### src/rtl/irq_router_pkg.sv
package irq_router_pkg;

  localparam int NUM_LVL        = 9;   // general-purpose levels 7..15
  localparam int FIELD_W        = 4;
  localparam int WORD_W         = 32;
  localparam int FIELDS_PER_REG = WORD_W / FIELD_W;

  typedef logic [NUM_LVL-1:0] lvl_vec_t;
  typedef logic [FIELD_W-1:0] offset_t;

  // Power-on offset for one field slot
  function automatic offset_t default_offset(input int idx, input int n_src,
                                             input int n_err, input int rtc_idx);
    if (idx >= n_src)   return offset_t'(15);  // unused slot: unrouted
    if (idx < n_err)    return offset_t'(0);   // error group -> level 7
    if (idx == rtc_idx) return offset_t'(1);   // real-time clock -> level 8
    return offset_t'(2);                       // DMA completions -> level 9
  endfunction

endpackage

### src/rtl/irq_cfg_regs.sv
module irq_cfg_regs
  import irq_router_pkg::*;
#(
  parameter int NUM_SRC = 24,
  parameter int ADDR_W  = 3,
  parameter int NUM_ERR = 15,
  parameter int RTC_IDX = 15,
  localparam int NA     = (NUM_SRC + FIELDS_PER_REG - 1) / FIELDS_PER_REG,
  localparam int NE     = (NUM_SRC + WORD_W - 1) / WORD_W
) (
  input  logic                 clk,
  input  logic                 rst,
  input  logic                 wr_en,
  input  logic [ADDR_W-1:0]    wr_addr,
  input  logic [WORD_W-1:0]    wr_data,
  output logic [NA*WORD_W-1:0] asg_flat,
  output logic [NE*WORD_W-1:0] en_flat
);

  localparam int EN_BASE = NA;
  localparam int ST_BASE = NA + NE;

  function automatic logic [NA*WORD_W-1:0] build_default();
    logic [NA*WORD_W-1:0] v;
    v = '0;
    for (int f = 0; f < NA * FIELDS_PER_REG; f++)
      v[f*FIELD_W +: FIELD_W] = default_offset(f, NUM_SRC, NUM_ERR, RTC_IDX);
    return v;
  endfunction

  localparam logic [NA*WORD_W-1:0] DEF_ASG = build_default();

  logic [WORD_W-1:0] asg_r [NA];
  logic [WORD_W-1:0] en_r  [NE];
  logic              rst_d;

  for (genvar g = 0; g < NA; g++) begin : g_asg
    always_ff @(posedge clk) begin
      if (rst)
        asg_r[g] <= DEF_ASG[g*WORD_W +: WORD_W];
      else if (wr_en && wr_addr == ADDR_W'(g))
        asg_r[g] <= wr_data;
    end
    assign asg_flat[g*WORD_W +: WORD_W] = asg_r[g];

    // a write to an offset word is captured on its edge
    a_r6_asg_capture: assert property (@(posedge clk) disable iff (rst)
      (wr_en && wr_addr == ADDR_W'(g)) |=> (asg_r[g] == $past(wr_data)));
  end

  for (genvar e = 0; e < NE; e++) begin : g_en
    always_ff @(posedge clk) begin
      if (rst)
        en_r[e] <= '0;
      else if (wr_en && wr_addr == ADDR_W'(EN_BASE + e))
        en_r[e] <= wr_data;
    end
    assign en_flat[e*WORD_W +: WORD_W] = en_r[e];

    // a write to an enable word is captured on its edge
    a_r5_en_capture: assert property (@(posedge clk) disable iff (rst)
      (wr_en && wr_addr == ADDR_W'(EN_BASE + e)) |=> (en_r[e] == $past(wr_data)));
  end

  always_ff @(posedge clk) rst_d <= rst;

  // first cycle after reset shows the power-on map with all sources disabled
  a_r1_default_map: assert property (@(posedge clk) disable iff (rst)
    rst_d |-> (asg_flat == DEF_ASG && en_flat == '0));

  // writes at or above the status address leave the configuration untouched
  a_r8_ignore_write: assert property (@(posedge clk) disable iff (rst)
    (wr_en && wr_addr >= ADDR_W'(ST_BASE)) |=> ($stable(asg_flat) && $stable(en_flat)));

endmodule

### src/rtl/irq_level_map.sv
module irq_level_map
  import irq_router_pkg::*;
#(
  parameter int NUM_SRC = 24,
  localparam int NA     = (NUM_SRC + FIELDS_PER_REG - 1) / FIELDS_PER_REG
) (
  input  logic                 clk,
  input  logic                 rst,
  input  logic [NUM_SRC-1:0]   src_irq,
  input  logic [NA*WORD_W-1:0] asg_flat,
  input  logic [NUM_SRC-1:0]   en_bits,
  output lvl_vec_t             lvl_q
);

  offset_t  offs  [NUM_SRC];
  lvl_vec_t route [NUM_SRC];
  lvl_vec_t hit;

  for (genvar i = 0; i < NUM_SRC; i++) begin : g_src
    assign offs[i] = asg_flat[i*FIELD_W +: FIELD_W];
    // offsets 9..15 match no level, so such a source drives nothing
    always_comb begin
      for (int k = 0; k < NUM_LVL; k++)
        route[i][k] = src_irq[i] & en_bits[i] & (offs[i] == offset_t'(k));
    end
  end

  always_comb begin
    hit = '0;
    for (int i = 0; i < NUM_SRC; i++)
      hit = hit | route[i];
  end

  always_ff @(posedge clk) begin
    if (rst) lvl_q <= '0;
    else     lvl_q <= hit;
  end

  // a raised level needs an enabled active source on the previous edge
  a_r2_needs_source: assert property (@(posedge clk) disable iff (rst)
    (lvl_q != '0) |-> $past(|(src_irq & en_bits)));

  // with every source disabled no level rises on the next edge
  a_r5_all_masked: assert property (@(posedge clk) disable iff (rst)
    (en_bits == '0) |=> (lvl_q == '0));

endmodule

### src/rtl/irq_status_read.sv
module irq_status_read
  import irq_router_pkg::*;
#(
  parameter int NUM_SRC = 24,
  parameter int ADDR_W  = 3,
  localparam int NA     = (NUM_SRC + FIELDS_PER_REG - 1) / FIELDS_PER_REG,
  localparam int NE     = (NUM_SRC + WORD_W - 1) / WORD_W
) (
  input  logic                 clk,
  input  logic                 rst,
  input  logic [ADDR_W-1:0]    rd_addr,
  input  logic [NUM_SRC-1:0]   src_irq,
  input  logic [NA*WORD_W-1:0] asg_flat,
  input  logic [NE*WORD_W-1:0] en_flat,
  output logic [WORD_W-1:0]    rd_data
);

  localparam int EN_BASE = NA;
  localparam int ST_BASE = NA + NE;
  localparam int SW      = NE * WORD_W;

  logic [SW-1:0]     src_pad;
  logic [WORD_W-1:0] word;

  assign src_pad = SW'(src_irq);

  always_comb begin
    word = '0;
    for (int g = 0; g < NA; g++)
      if (rd_addr == ADDR_W'(g)) word = asg_flat[g*WORD_W +: WORD_W];
    for (int e = 0; e < NE; e++) begin
      if (rd_addr == ADDR_W'(EN_BASE + e)) word = en_flat[e*WORD_W +: WORD_W];
      if (rd_addr == ADDR_W'(ST_BASE + e)) word = src_pad[e*WORD_W +: WORD_W];
    end
  end

  always_ff @(posedge clk) begin
    if (rst) rd_data <= '0;
    else     rd_data <= word;
  end

  // the first status word mirrors the raw sources of the previous edge
  a_r7_status_raw: assert property (@(posedge clk) disable iff (rst)
    (rd_addr == ADDR_W'(ST_BASE)) |=> (rd_data == $past(src_pad[WORD_W-1:0])));

endmodule

### src/rtl/irq_router.sv
module irq_router
  import irq_router_pkg::*;
#(
  parameter int NUM_SRC = 24,
  parameter int ADDR_W  = 3,
  parameter int NUM_ERR = 15,
  parameter int RTC_IDX = 15
) (
  input  logic               clk,
  input  logic               rst,
  input  logic [NUM_SRC-1:0] src_irq,
  input  logic               wr_en,
  input  logic [ADDR_W-1:0]  wr_addr,
  input  logic [31:0]        wr_data,
  input  logic [ADDR_W-1:0]  rd_addr,
  output logic [31:0]        rd_data,
  output logic [8:0]         lvl_irq
);

  localparam int NA = (NUM_SRC + FIELDS_PER_REG - 1) / FIELDS_PER_REG;
  localparam int NE = (NUM_SRC + WORD_W - 1) / WORD_W;

  logic [NA*WORD_W-1:0] asg_flat;
  logic [NE*WORD_W-1:0] en_flat;
  lvl_vec_t             lvl_q;

  irq_cfg_regs #(
    .NUM_SRC(NUM_SRC), .ADDR_W(ADDR_W), .NUM_ERR(NUM_ERR), .RTC_IDX(RTC_IDX)
  ) u_cfg (
    .clk(clk), .rst(rst), .wr_en(wr_en), .wr_addr(wr_addr), .wr_data(wr_data),
    .asg_flat(asg_flat), .en_flat(en_flat)
  );

  irq_level_map #(.NUM_SRC(NUM_SRC)) u_map (
    .clk(clk), .rst(rst), .src_irq(src_irq), .asg_flat(asg_flat),
    .en_bits(en_flat[NUM_SRC-1:0]), .lvl_q(lvl_q)
  );

  irq_status_read #(.NUM_SRC(NUM_SRC), .ADDR_W(ADDR_W)) u_rd (
    .clk(clk), .rst(rst), .rd_addr(rd_addr), .src_irq(src_irq),
    .asg_flat(asg_flat), .en_flat(en_flat), .rd_data(rd_data)
  );

  assign lvl_irq = lvl_q;

endmodule

### config.mk
export PLATFORM = sky130hd
export DESIGN_NAME = irq_router
export DESIGN_NICKNAME = d
export VERILOG_FILES = /design/src/rtl/irq_router_pkg.sv /design/src/rtl/irq_cfg_regs.sv /design/src/rtl/irq_level_map.sv /design/src/rtl/irq_status_read.sv /design/src/rtl/irq_router.sv
export SDC_FILE = /design/constraint.sdc
export NUM_CORES = 1
export LEC_CHECK = 0
export BUFFER_PORTS_ARGS = -buffer_cell sky130_fd_sc_hd__buf_4
export CORE_MARGIN = 1
export CORE_UTILIZATION = 45
export CTS_CLUSTER_SIZE = 30
export DETAILED_ROUTE_END_ITERATION = 8
export GPL_TIMING_DRIVEN = 0
export SLEW_MARGIN = 20
export SYNTH_ARGS = -nofsm -noshare
export SYNTH_HDL_FRONTEND = slang
export SYNTH_SLANG_ARGS = --single-unit
### constraint.sdc
create_clock -name clk -period 2.48 [get_ports clk]
set_input_delay 0.248 -clock clk [delete_from_list [all_inputs] [get_ports clk]]
set_output_delay 0.248 -clock clk [all_outputs]
set_load 0.05 [all_outputs]
=== Word-level counts from Yosys, hierarchy flattened ===
Memory sizes are Yosys's and may differ from the RTL's.
Cells that the tools add are included.

* RAM bits: 128
* Memories kept: 2
* Flip-flop bits (word level): 41
* Logic and storage cells: 526

* Equality and inequality tests: 199
* Muxes and demuxes: 24
* Bitwise operators: 266
* Reductions and logical operators: 32

{| class="wikitable"
|+ Memory list
! name !! words !! width !! rd ports !! clocked after Yosys merged registers in !! write ports !! line !! source
|-
| u_cfg.asg_r || 3 || 32 || 3 || 0 || 3 || irq_cfg_regs.sv:33 || <nowiki>logic [WORD_W-1:0] asg_r [NA];</nowiki>
|-
| u_cfg.en_r || 1 || 32 || 1 || 0 || 1 || irq_cfg_regs.sv:34 || <nowiki>logic [WORD_W-1:0] en_r [NE];</nowiki>
|}

{| class="wikitable"
|+ Operators by type and width
! operator !! number
|-
| equality test 4 x 3 -> 1 bit (second input constant) || 96
|-
| two-way mux 32 bit || 8
|-
| bitwise AND 1 bit || 240
|-
| OR 9 bit || 23
|-
| equality test 4 x 2 -> 1 bit (second input constant) || 48
|-
| equality test 4 x 1 -> 1 bit (second input constant) || 24
|-
| equality test 4 bit (second input constant) || 24
|-
| zero test 4 bit || 24
|-
| OR reduction 32 bit || 1
|-
| two-way mux 24 bit || 1
|-
| two-way mux 1 bit || 15
|-
| equality test 3 x 2 -> 1 bit (second input constant) || 4
|-
| equality test 3 x 1 -> 1 bit (second input constant) || 2
|-
| zero test 3 bit || 2
|-
| logical AND 1 bit || 4
|-
| equality test 3 bit (second input constant) || 1
|-
| OR 1 bit || 3
|-
| OR reduction 2 bit || 1
|}

=== Logic depth before layout (Yosys ltp) ===
An unclocked memory read counts as a cell.

* Depth in word-level cells: 26
* Gate-level depth with buffers: 6
* Gate-level depth less buffers: 5

=== Modules after synthesis ===
Synthesis repeated with hierarchy kept, for this count alone.

* Cell total of the unflattened synthesis: 874
* Area total of the unflattened synthesis: 9534.1 µm²

{| class="wikitable"
|+ By module, submodules not included
! module !! area an instance (µm²) !! cells each !! times used
|-
| irq_cfg_regs || 4848.4 || 292 || 1
|-
| irq_level_map || 2807.7 || 398 || 1
|-
| irq_status_read || 1878.1 || 184 || 1
|}

=== Worst setup path after synthesis ===
OpenSTA, ideal clock, no wires.

* Path type: register to register
* Start point: memory u_cfg.en_r[0][5]
* End point: register u_map.lvl_q[0]
* Arrival time: 1.575 ns
* Cell stages (with the launch flop): 6
* Path slack: 0.768 ns
* Setup time: 0.137 ns
* Data required time: 2.343 ns
* Cell sequence: edfxtp_1 nor4bb_1 nor3b_1 or4_1 nor4_1 a41oi_1

* Cells in the longest elaborated chain, start to end: 22

{| class="wikitable"
|+ Ends and longest elaborated chain
! item !! line !! source
|-
| start: declaration || irq_cfg_regs.sv:34 ||
|-
| memory read (1 x 32 bit) || - ||
|-
| bitwise AND 1 bit (2 in a row) || irq_level_map.sv:24 || <nowiki>route[i][k] = src_irq[i] & en_bits[i] & (offs[i] == offset_t'(k));</nowiki>
|-
| OR 9 bit (19 in a row) || irq_level_map.sv:31 || <nowiki>hit = hit | route[i];</nowiki>
|-
| end signal: assignment || irq_level_map.sv:36 || <nowiki>else lvl_q <= hit;</nowiki>
|-
| end: declaration || irq_level_map.sv:12 || <nowiki>output lvl_vec_t lvl_q</nowiki>
|}

No other way between the ends.
A chain may end at the register's enable or synchronous reset.

==> results.txt <==
----------------------------------------------------
[Status]
  Outcome ... completed

[Die]
  Row cnt ... 51
  Die Ht ... 145 µm
  Die outline width ... 145 µm
  Placeable core region ... 19700 µm²
  Effective utilization at floorplan ... 46.4%
  Number of I/O pins ... 106
  Full die area ... 20900 µm²

[Routing]
  Final WL ... 38.1 mm
  First-pass iteration count of the detailed router ... 6
  Detailed-route wire length per cell ... 31.5 µm
  Antenna viol nets, final ... 0
  Remaining design rule violation count ... 0
  Starting DRC count in detailed routing ... 1105
  Via total after detailed routing ... 8075
  Drt via density ... 6.68

[Critical path]
  Critical path class ... reg2reg
  Crit path capture type ... flip-flop
  Highest fanout seen on the critical path ... 9
  Delay of the slowest cell on the worst path ... 770 ps
  Crit path arrival time ... 2680 ps
  Launch point of the critical path ... u_cfg.asg_r[1][22]
  Sort of element at the start of the critical path ... flip-flop
  CP required ... 2720 ps
  Cell Chain, Critical Path ... clkbuf_1, o32a_1, nand2_1, a2111oi_0, a41oi_1
  Cell with the biggest individual delay on the critical path ... sky130_fd_sc_hd__a2111oi_0
  Launch point of the worst reg-to-reg path ... u_cfg.asg_r[1][22]

[STA]
  Final clock skew ... 13.7 ps
  Clock period minus worst slack ... 2440 ps
  F_max ... 409 MHz
  Crit share post-route ... 98.5%
  Tightest Pin Transition ... 1140 ps
  RSZ-0062 raised after global routing ... false
  Max-slew violation count ... 0
  Final Hold Vio Count ... 0
  Slew margin rel. ... 23.6%
  Final setup violation count ... 0
  Worst hold slack ... 84.8 ps

[Global route]
  Global-route usage over all layers ... 37.6%
  First-pass GRT wire length ... 53.2 mm
  Pin count of the biggest net entering global routing ... 33
  Number of antenna violations at the first check in global routing ... 0
  Sum of overflow across all layers after global routing ... 0
  Number of global-route vias before repair ... 7559

[Finish]
  Diode count ... 0
  Area growth from synthesis to final layout ... 19.4%
  Core occupancy in the finished layout ... 55.4%
  Nets ... 995
  Post-route insts no fill ... 1208
  Share of cells above drive strength 1 ... 21.3%
  Filler instances ... 1682

[Clock network]
  Clock Tree Root ... sky130_fd_sc_hd__clkbuf_16
  Total of hold buffers inserted after clock tree synthesis ... 0
  Sink count of the clock tree ... 169
  Clk buf depth ... 2
  Level count of the clock H-tree ... 4
  Clock slew at reported path FFs ... 80 ps
  TritonCTS clock tree ... yes
  Number of buffers created by CTS ... 17
  Post-CTS setup repair buffer count ... 0
  Worst-Skew Late Latency ... 440 ps

[Placement]
  Half-perimeter wire length of the detailed placement result ... 29.8 mm
  Number of instances in the placed design ... 1176
  Input/output buffers ... 103
  Weighted congestion at the end of routability-driven global placement ... 0.994

[Logic synthesis]
  Average footprint of a synthesized cell ... 11.3 µm²
  Post-synth EDFFs ... 128
  Cell area after synthesis ... 9140 µm²
  Yosys Warn Count ... 0
  Async set or reset register ratio after synthesis ... 0%
  Post-synthesis sequential area ratio ... 51.0%
  Instance count of the mapped netlist ... 808
  Flip-flop and latch count after synthesis ... 169
  Post-synthesis cell type count ... 59
  Prevailing post-synth register cell ... sky130_fd_sc_hd__edfxtp_1
  Synthesized netlist net count ... 873

[Pwr]
  Final total power ... 7.40 mW
  Power density cells ... 678 nW/µm²
  Maximum vdd ir drop ... 456 µV
  Leakage power summed over all cells ... 3.81 nW

[Job]
  Total of max-cap violations ... 0

[Min path]
  Hold WC Path Type ... in2reg
  HP Start ... wr_data[9]

----------------------------------------------------
synth_stat cells (2+ instances only):
cell type / n / area share [%]
sky130_fd_sc_hd__mux4_2: 32 / 7.9
sky130_fd_sc_hd__clkbuf_1: 27 / 1.1
sky130_fd_sc_hd__nor4_1: 24 / 1.6
sky130_fd_sc_hd__or4_1: 3 / 0.25
sky130_fd_sc_hd__nor4b_1: 10 / 0.96
sky130_fd_sc_hd__a31oi_1: 6 / 0.41
sky130_fd_sc_hd__o32a_1: 2 / 0.22
sky130_fd_sc_hd__nand2b_1: 42 / 2.9
sky130_fd_sc_hd__and2_1: 119 / 8.1
sky130_fd_sc_hd__nor2_1: 53 / 2.2
sky130_fd_sc_hd__inv_1: 12 / 0.49
sky130_fd_sc_hd__o31ai_1: 3 / 0.25
sky130_fd_sc_hd__nor3b_1: 5 / 0.41
sky130_fd_sc_hd__nor2b_1: 16 / 1.1
sky130_fd_sc_hd__or4bb_1: 5 / 0.62
sky130_fd_sc_hd__a31o_2: 4 / 0.38
sky130_fd_sc_hd__a41oi_1: 5 / 0.48
sky130_fd_sc_hd__buf_2: 4 / 0.22
sky130_fd_sc_hd__a211oi_1: 3 / 0.25
sky130_fd_sc_hd__nand4bb_1: 5 / 0.62
sky130_fd_sc_hd__dfxtp_1: 41 / 9.0
sky130_fd_sc_hd__nand4b_1: 23 / 2.2
sky130_fd_sc_hd__o22ai_1: 35 / 2.4
sky130_fd_sc_hd__a311oi_1: 3 / 0.29
sky130_fd_sc_hd__or4bb_2: 2 / 0.27
sky130_fd_sc_hd__and3_1: 3 / 0.21
sky130_fd_sc_hd__and4bb_2: 2 / 0.27
sky130_fd_sc_hd__a2111oi_0: 4 / 0.38
sky130_fd_sc_hd__or3_1: 2 / 0.14
sky130_fd_sc_hd__a22oi_1: 25 / 2.1
sky130_fd_sc_hd__or2_2: 3 / 0.21
sky130_fd_sc_hd__nor4bb_1: 4 / 0.44
sky130_fd_sc_hd__nand3_1: 19 / 1.0
sky130_fd_sc_hd__o32ai_1: 12 / 1.1
sky130_fd_sc_hd__clkbuf_2: 2 / 0.11
sky130_fd_sc_hd__edfxtp_1: 128 / 42
sky130_fd_sc_hd__nor3_1: 53 / 2.9
sky130_fd_sc_hd__nand2_1: 32 / 1.3
sky130_fd_sc_hd__nand4_1: 12 / 0.82
sky130_fd_sc_hd__nand3b_1: 4 / 0.33
logic make-up (layout without fill, tap and decap cells):
group / Yosys count / after routing / synth area share [%]
buffers and inverters: 48 / 183 / 2.20
AO/OA/AOI/OAI: 112 / 112 / 9.40
AND/OR/NAND/NOR: 447 / 447 / 29.5
flip-flops: 169 / 169 / 51.0
multiplexers: 32 / 32 / 7.88
worst max-delay path: cells and delay by family, from the launching register on:
family	cells	cell delay, ps
AO/OA/AOI/OAI	3	1360
buffers and inverters	1	460
flip-flops	1	330
AND/OR/NAND/NOR	1	90
metal layers:
metal | track usage (%) | wire (µm) | up-vias
li1 | - | - | 3409
met2 | 57.4 | 17200 | 614
met5 | 0 | 0 | -
met4 | 13.5 | 1280 | 0
met1 | 50.9 | 14900 | 3957
met3 | 10.6 | 4700 | 95
placed cells by master, fill, tap and decap left out, drive strengths merged, types with 10 or more instances in the layout:
cell type	netlist	layout
and2	119	119
inv	12	19
o32ai	12	12
nand3	19	19
nand4b	23	23
nand2b	42	42
clkbuf	31	48
edfxtp	128	128
o22ai	35	35
nor4	24	24
dfxtp	41	41
mux4	32	32
nand4	12	12
nor2b	16	16
buf	5	108
nand2	32	32
a22oi	25	25
nor3	53	53
nor4b	10	10
nor2	53	53
power breakdown:
| part | internal, mW | leakage (nW) | total [mW] | switching, mW |
|---|---|---|---|---|
| sequential | 3.24 | 1.58 | 3.49 | 0.251 |
| combinational | 0.402 | 1.93 | 1.08 | 0.676 |
| clock | 1.47 | 0.304 | 2.83 | 1.36 |
| total | 5.11 | 3.81 | 7.40 | 2.29 |
path summary, 6_finish.rpt:
kind / to / slack, ps / cells past startpoint
setup / recovery: u_map.lvl_q[2] / 40 / 5
hold / removal: u_cfg.asg_r[2][9] / 80 / 2
setup reg to reg: u_map.lvl_q[2] / 40 / 5
hold reg to reg: u_rd.rd_data[30] / 670 / 2
per-stage QoR:
stage          worst slack (ps)  area (µm²)  TNS [ps]
6_report                   37.0       10900         0
2_1_floorplan               768        9140         0
3_3_place_gp               -671       10200     -2170
5_1_grt                    38.8       10900         0
3_5_place_dp               -370       10300     -2050
4_1_cts                    81.1       10900         0
area by class of cell:
class / count / area, µm² / area share [%]
buffer: 36 / 156 / 1.43
inverter: 12 / 45.0 / 0.413
clock inverter: 15 / 200 / 1.83
sequential: 169 / 4660 / 42.7
clock buffer: 17 / 425 / 3.90
tap: 265 / 332 / 3.04
timing repair buffer: 103 / 773 / 7.08
multi-input combinational: 591 / 4320 / 39.6
state kept, by name, summed over array words and instances, names as in the netlist:
name	count
u_cfg.asg_r	96
u_cfg.en_r	32
u_rd.rd_data	32
u_map.lvl_q	9
timing repair:
| action | CTS | global route |
|---|---|---|
| hold endpoints to repair | 0 | 0 |
| endpoints found under the setup margin | 3 | 2 |
| pin swaps | 0 | 0 |
| gates resized for setup | 4 | 2 |
| cloned | 0 | 0 |
(Power assumes the default switching activity.)
